===== src/rtl/gtmr_pkg.sv =====
package gtmr_pkg;

  localparam logic [4:0] OFS_CNT_LO = 5'h00;
  localparam logic [4:0] OFS_CNT_HI = 5'h04;
  localparam logic [4:0] OFS_CTRL   = 5'h08;
  localparam logic [4:0] OFS_STAT   = 5'h0C;
  localparam logic [4:0] OFS_CMP_LO = 5'h10;
  localparam logic [4:0] OFS_CMP_HI = 5'h14;
  localparam logic [4:0] OFS_STEP   = 5'h18;

  // packed from msb to lsb: bit3 auto-step, bit2 irq enable, bit1 arm, bit0 run
  typedef struct packed {
    logic step;
    logic irq;
    logic arm;
    logic run;
  } ctrl_t;

  localparam int unsigned CTRL_W = $bits(ctrl_t);

endpackage


===== src/rtl/gtmr_counter.sv =====
module gtmr_counter #(
  parameter int unsigned HALF_W = 32
) (
  input  logic                  clk_i,
  input  logic                  rst_i,
  input  logic                  run_i,
  input  logic                  wr_lo_i,
  input  logic                  wr_hi_i,
  input  logic [HALF_W-1:0]     wdata_i,
  output logic [2*HALF_W-1:0]   cnt_o
);
  localparam int unsigned CNT_W = 2 * HALF_W;

  logic [CNT_W-1:0] cnt_q;

  always_ff @(posedge clk_i) begin
    if (rst_i) begin
      cnt_q <= '0;
    end else if (run_i) begin
      cnt_q <= cnt_q + CNT_W'(1);
    end else begin
      if (wr_lo_i) cnt_q[HALF_W-1:0]     <= wdata_i;
      if (wr_hi_i) cnt_q[CNT_W-1:HALF_W] <= wdata_i;
    end
  end

  assign cnt_o = cnt_q;

  assert_step_one_R2: assert property (@(posedge clk_i) disable iff (rst_i)
    run_i |=> (cnt_q == $past(cnt_q) + CNT_W'(1)));

  assert_hold_stopped_R2: assert property (@(posedge clk_i) disable iff (rst_i)
    (!run_i && !wr_lo_i && !wr_hi_i) |=> $stable(cnt_q));

  assert_write_blocked_R3: assert property (@(posedge clk_i) disable iff (rst_i)
    (run_i && (wr_lo_i || wr_hi_i)) |=> (cnt_q != $past(cnt_q)));

endmodule


===== src/rtl/gtmr_compare.sv =====
module gtmr_compare #(
  parameter int unsigned HALF_W = 32
) (
  input  logic                  clk_i,
  input  logic                  rst_i,
  input  logic [2*HALF_W-1:0]   cnt_i,
  input  logic                  arm_i,
  input  logic                  step_en_i,
  input  logic                  wr_cmp_lo_i,
  input  logic                  wr_cmp_hi_i,
  input  logic                  wr_step_i,
  input  logic                  clr_i,
  input  logic [HALF_W-1:0]     wdata_i,
  output logic [2*HALF_W-1:0]   cmp_o,
  output logic [HALF_W-1:0]     step_o,
  output logic                  flag_o
);
  localparam int unsigned CNT_W = 2 * HALF_W;

  logic [CNT_W-1:0]  cmp_q;
  logic [HALF_W-1:0] step_q;
  logic              flag_q;
  logic              hit;
  logic              cmp_wr;

  assign hit    = arm_i && (cnt_i >= cmp_q);
  assign cmp_wr = wr_cmp_lo_i || wr_cmp_hi_i;

  always_ff @(posedge clk_i) begin
    if (rst_i) begin
      cmp_q <= '0;
    end else if (cmp_wr) begin
      if (wr_cmp_lo_i) cmp_q[HALF_W-1:0]     <= wdata_i;
      if (wr_cmp_hi_i) cmp_q[CNT_W-1:HALF_W] <= wdata_i;
    end else if (hit && step_en_i) begin
      cmp_q <= cmp_q + CNT_W'(step_q);
    end
  end

  always_ff @(posedge clk_i) begin
    if (rst_i)          step_q <= '0;
    else if (wr_step_i) step_q <= wdata_i;
  end

  always_ff @(posedge clk_i) begin
    if (rst_i)      flag_q <= 1'b0;
    else if (hit)   flag_q <= 1'b1;
    else if (clr_i) flag_q <= 1'b0;
  end

  assign cmp_o  = cmp_q;
  assign step_o = step_q;
  assign flag_o = flag_q;

  assert_no_flag_disarmed_R7: assert property (@(posedge clk_i) disable iff (rst_i)
    (!flag_q && !arm_i) |=> !flag_q);

  assert_flag_sticky_R8: assert property (@(posedge clk_i) disable iff (rst_i)
    (flag_q && !clr_i) |=> flag_q);

  assert_set_beats_clear_R9: assert property (@(posedge clk_i) disable iff (rst_i)
    (arm_i && (cnt_i >= cmp_q) && clr_i) |=> flag_q);

  assert_step_advance_R11: assert property (@(posedge clk_i) disable iff (rst_i)
    (arm_i && (cnt_i >= cmp_q) && step_en_i && !cmp_wr)
      |=> (cmp_q == $past(cmp_q) + CNT_W'($past(step_q))));

  assert_write_wins_R12: assert property (@(posedge clk_i) disable iff (rst_i)
    wr_cmp_lo_i |=> (cmp_q[HALF_W-1:0] == $past(wdata_i)));

endmodule


===== src/rtl/gtmr_top.sv =====
module gtmr_top
  import gtmr_pkg::*;
#(
  parameter int unsigned BUS_W  = 32,
  parameter int unsigned ADDR_W = 5
) (
  input  logic              clk_i,
  input  logic              rst_i,
  input  logic              reg_sel_i,
  input  logic              reg_wr_i,
  input  logic [ADDR_W-1:0] reg_addr_i,
  input  logic [BUS_W-1:0]  reg_wdata_i,
  output logic [BUS_W-1:0]  reg_rdata_o,
  output logic              irq_o
);
  localparam int unsigned CNT_W = 2 * BUS_W;

  ctrl_t             ctrl_q;
  logic              wr;
  logic [CNT_W-1:0]  cnt;
  logic [CNT_W-1:0]  cmp;
  logic [BUS_W-1:0]  step;
  logic              flag;

  assign wr = reg_sel_i && reg_wr_i;

  function automatic logic hit_at(input logic [ADDR_W-1:0] a, input logic [4:0] ofs);
    return a == ADDR_W'(ofs);
  endfunction

  always_ff @(posedge clk_i) begin
    if (rst_i)                                ctrl_q <= '0;
    else if (wr && hit_at(reg_addr_i, OFS_CTRL)) ctrl_q <= ctrl_t'(reg_wdata_i[CTRL_W-1:0]);
  end

  gtmr_counter #(.HALF_W(BUS_W)) u_cnt (
    .clk_i   (clk_i),
    .rst_i   (rst_i),
    .run_i   (ctrl_q.run),
    .wr_lo_i (wr && hit_at(reg_addr_i, OFS_CNT_LO)),
    .wr_hi_i (wr && hit_at(reg_addr_i, OFS_CNT_HI)),
    .wdata_i (reg_wdata_i),
    .cnt_o   (cnt)
  );

  gtmr_compare #(.HALF_W(BUS_W)) u_cmp (
    .clk_i       (clk_i),
    .rst_i       (rst_i),
    .cnt_i       (cnt),
    .arm_i       (ctrl_q.arm),
    .step_en_i   (ctrl_q.step),
    .wr_cmp_lo_i (wr && hit_at(reg_addr_i, OFS_CMP_LO)),
    .wr_cmp_hi_i (wr && hit_at(reg_addr_i, OFS_CMP_HI)),
    .wr_step_i   (wr && hit_at(reg_addr_i, OFS_STEP)),
    .clr_i       (wr && hit_at(reg_addr_i, OFS_STAT) && reg_wdata_i[0]),
    .wdata_i     (reg_wdata_i),
    .cmp_o       (cmp),
    .step_o      (step),
    .flag_o      (flag)
  );

  always_comb begin
    reg_rdata_o = '0;
    if      (hit_at(reg_addr_i, OFS_CNT_LO)) reg_rdata_o = cnt[BUS_W-1:0];
    else if (hit_at(reg_addr_i, OFS_CNT_HI)) reg_rdata_o = cnt[CNT_W-1:BUS_W];
    else if (hit_at(reg_addr_i, OFS_CTRL))   reg_rdata_o = BUS_W'(ctrl_q);
    else if (hit_at(reg_addr_i, OFS_STAT))   reg_rdata_o = BUS_W'(flag);
    else if (hit_at(reg_addr_i, OFS_CMP_LO)) reg_rdata_o = cmp[BUS_W-1:0];
    else if (hit_at(reg_addr_i, OFS_CMP_HI)) reg_rdata_o = cmp[CNT_W-1:BUS_W];
    else if (hit_at(reg_addr_i, OFS_STEP))   reg_rdata_o = step;
  end

  assign irq_o = flag && ctrl_q.irq;

  assert_irq_needs_enable_R10: assert property (@(posedge clk_i) disable iff (rst_i)
    (!ctrl_q.irq && !(wr && hit_at(reg_addr_i, OFS_CTRL))) |=> !irq_o);

endmodule


===== config.mk =====
export PLATFORM = sky130hd
export DESIGN_NAME = gtmr_top
export DESIGN_NICKNAME = d
export VERILOG_FILES = /design/src/rtl/gtmr_pkg.sv /design/src/rtl/gtmr_counter.sv /design/src/rtl/gtmr_compare.sv /design/src/rtl/gtmr_top.sv
export SDC_FILE = /design/constraint.sdc
export NUM_CORES = 1
export LEC_CHECK = 0
export ABC_AREA = 1
export ABC_CLOCK_PERIOD_IN_PS = 3050
export BUFFER_PORTS_ARGS = -buffer_cell sky130_fd_sc_hd__buf_2
export CORE_ASPECT_RATIO = 1.5
export CORE_UTILIZATION = 30
export CTS_CLUSTER_DIAMETER = 150
export CTS_CLUSTER_SIZE = 25
export DETAILED_ROUTE_END_ITERATION = 6
export REMOVE_ABC_BUFFERS = 1
export SLEW_MARGIN = 10
export SYNTH_ARGS = -nofsm -noshare
export SYNTH_HDL_FRONTEND = slang
export SYNTH_SLANG_ARGS = --single-unit

===== constraint.sdc =====
create_clock -name clk_i -period 3.05 [get_ports clk_i]
set_clock_uncertainty 0.1 [all_clocks]
set_input_delay 0.1525 -clock clk_i [delete_from_list [all_inputs] [get_ports clk_i]]
set_output_delay 0.1525 -clock clk_i [all_outputs]
set_load 0.05 [all_outputs]

==> results.cfg <==
[setup_path]
cp_cell_sequence = ha_2 > inv_1 > fa_1 > inv_1 > nand3_1 > nand3_1 > nand2_1 > nand2_1 > nand2_1 > nand2_1 > nand2_1 > nand2_1 > o21ai_0 > a21oi_1 > nor2_1
crit_type = flop to flop
critical-path-top-delay-family = simple AND/OR/NAND/NOR gates
cp.arrival_ns = 3.23
critPathMaxFanout = 4
crit_required_ns = 3.31
cp_num_buf_inv = 2
slowest_stage = dfxtp_1
path_common_cell = nand2_1
crit_path_max_incr_delay_ns = 0.39
end_kind = flop
start_kind = flop

[floorplan]
die_h_um = 285.4
rows = 103
die_x_um = 191.0
start_util = 0.3048
ioPinCount = 74
core_area_um2 = 52710
dieArea_um2 = 54510

[status]
status = finished clean

[sta]
fin_crit_sh = 0.9737
drv_slew = 0
fin_crit_ns = 2.970
rsz0062_at_grt = false
max_freq_ghz = 0.3367
hold-worst-slack_ns = 0.07454
setup_ws_ns = 0.08018
worst_pin_slew_ns = 1.126
report.final.hold_viol_count = 0
setup_viol = 0
slew_headroom = 0.2491
tns_ns = 0

[finish]
insertedDiodeCount = 0
final_core_util = 0.3532
layout-drive-gt1-share = 0.1145
nets = 3044
syn2layout_area_growth_pct = 15.86
final_cells = 3600

[placement]
globalplace.congestion = 1.033
place_inst = 3535
io_buffers = 73
hpwl_mm = 64.82
pre_cts_slack_ns = 0.06427

[synthesis]
synthArstFlopShare = 0
synth_edf_count = 0
synthCells = 2781
seq_area_frac_synth = 0.2056
syn_area_per_cell_um2 = 5.778
ys_ff_latch = 165
ys_types = 50
syn_area_um2 = 16070
synth_ff_type = dfxtp_1
ys_warn_count = 0

[job]
cap_violations = 0

[global_routing]
grt_use_total = 0.2922
antenna_found_initial = 0
gr-total-overflow = 0
grt_pass1_wl_mm = 116.4
grt_start_max_net_pins = 65
grt_pass1_vias = 18560

[route]
route.detailed.drc = 0
vias = 19030
wl_mm = 79.71
drtAntennaViolNets = 0
avgRoutedWirePerCell_um = 22.14
drt_iter0_drc = 1912
first_pass_iters = 6
vias_per_cell = 5.286

[clocking]
clockBufferDepth = 2
cts_tree = built
clock_latency_ns = 0.48
cts-root-buf = clkbuf_16
path_clk_slew_ns = 0.07
cts_made_buffers = 17
cts_num_sinks = 165
htreeDepth = 4

[power]
power_per_cell_area_nw_per_um2 = 266.7
ir_worst_vdd_mv = 0.3061
p_leak_nw = 9.301

[worst_hold_path]
hold_path.class = input pin to flop
sequential cells by signal, indices dropped and copies added, names as in the netlist:
| signal | flops |
|---|---|
| u_cnt.cnt_o | 64 |
| ctrl_q | 4 |
| u_cmp.flag_o | 1 |
| u_cmp.step_o | 32 |
| u_cmp.cmp_o | 64 |
what timing repair did:
action / CTS / global route
setup endpoints to repair: 0 / 14
buffers inserted: 0 / 2
hold buffers: 31 / 0
endpoints found under the hold margin: 49 / 0
resized for setup: 0 / 7
cell families after synthesis:
logic type | synth area share
and+or+nand+nor | 0.4226
buffers and inverters | 0.1217
xor gates and xnor gates | 0.02616
adders and majority gates | 0.07678
DFF | 0.2056
AOI/OAI and AO/OA | 0.1472
routing by layer:
layer	wire [um]	GRT usage	vias up
met1	29300	0.3161	8765
met4	7408	0.2466	0
met5	0	0	-
li1	-	-	9208
met2	39170	0.5091	807
met3	3830	0.02748	251
final timing paths:
path                                from                      endpoint  slack [ns]  cells past startpoint
max          u_cmp.cmp_o[0]$_SDFFE_PP0P_  u_cmp.cmp_o[34]$_SDFFE_PP0P_        0.08                     15
min                        reg_addr_i[0]     u_cmp.flag_o$_SDFFE_PP0P_        0.07                      5
max reg2reg  u_cmp.cmp_o[0]$_SDFFE_PP0P_  u_cmp.cmp_o[34]$_SDFFE_PP0P_        0.08                     15
min reg2reg    u_cmp.flag_o$_SDFFE_PP0P_     u_cmp.flag_o$_SDFFE_PP0P_        0.42                      2
tightest hold or removal path, delay by kind of cell:
| kind | cells | cell delay (ns) |
|---|---|---|
| buffers and inverters | 1 | 0.08 |
| AND/OR/NAND/NOR | 2 | 0.16 |
| AO/OA/AOI/OAI | 2 | 0.21 |
power breakdown:
| part | leakage (nW) | internal, mW | switching [mW] | total, mW |
|---|---|---|---|---|
| registers | 1.33 | 2.17 | 0.0175 | 2.18 |
| clock network | 0.292 | 1.35 | 1.04 | 2.39 |
| logic | 7.68 | 0.127 | 0.264 | 0.391 |
| total | 9.30 | 3.65 | 1.32 | 4.96 |
area by class of cell:
class                   instances  area, um^2
fillers                      5824       34090
clock buffers                  21       470.5
multi-input cells            2119       10860
flip-flops and latches        165        3307
clock inverters                11       147.6
inverters                     397        1490
repair buffers                205        1484
well taps                     682       853.3
placed cells by master (no fill, tap or decap), drive strengths merged, types with 3 or more instances in the layout:
master / instances
ha: 97
a22oi: 3
nand3: 198
o21ai: 103
dfxtp: 165
o31ai: 3
bufinv: 3
o21bai: 4
nand4: 45
a21oi: 179
nor3: 46
o211ai: 29
nor2: 358
or2: 12
xor2: 39
o22ai: 5
clkbuf: 21
nand3b: 4
a31oi: 39
inv: 397
o21a: 4
nand2: 886
dlygate4sd3: 31
nor4: 12
a221oi: 29
o221ai: 7
buf: 174
xnor2: 9
clkinvlp: 4
clkinv: 4
per-stage QoR:
stage          area [um^2]  power (mW)
2_1_floorplan        15600       2.400
3_3_place_gp         17650       2.583
3_5_place_dp         17650       2.583
4_1_cts              18580       4.964
5_1_grt              18620       5.082
6_report             18620       4.965
cell usage after synthesis (2+ instances only):
master    number  area share
o22ai_1        5      0.0019
ha_1          97       0.076
o211ai_1      29       0.014
nand4_1       44       0.017
nor3_1        34       0.011
nor3_2        11      0.0069
o21a_1         4      0.0019
buf_4          5      0.0023
inv_1        381       0.089
xnor2_1        9      0.0049
nor4_1         8      0.0031
nand3_2       42       0.026
nor2_4         4      0.0028
nor4_2         4      0.0031
nand2_1      877        0.20
o31ai_1        3      0.0014
buf_6          5      0.0035
a221oi_1      29       0.016
nand3_1      156       0.049
nand3b_1       4      0.0019
inv_2         15      0.0035
o221ai_1       7      0.0038
buf_2         27      0.0084
xor2_1        39       0.021
o21bai_1       4      0.0019
a31oi_1       39       0.015
or2_2         12      0.0047
clkbuf_1      46       0.011
a22oi_1        3      0.0014
o21ai_1        2     0.00062
a21oi_1      179       0.056
nand2_2        7      0.0027
nor2_1       338       0.079
nor2_2        15      0.0058
buf_1         17      0.0040
nand2_4        2      0.0014
dfxtp_1      165        0.21
o21ai_0      101       0.031
Power figures use the tool's default switching activity.
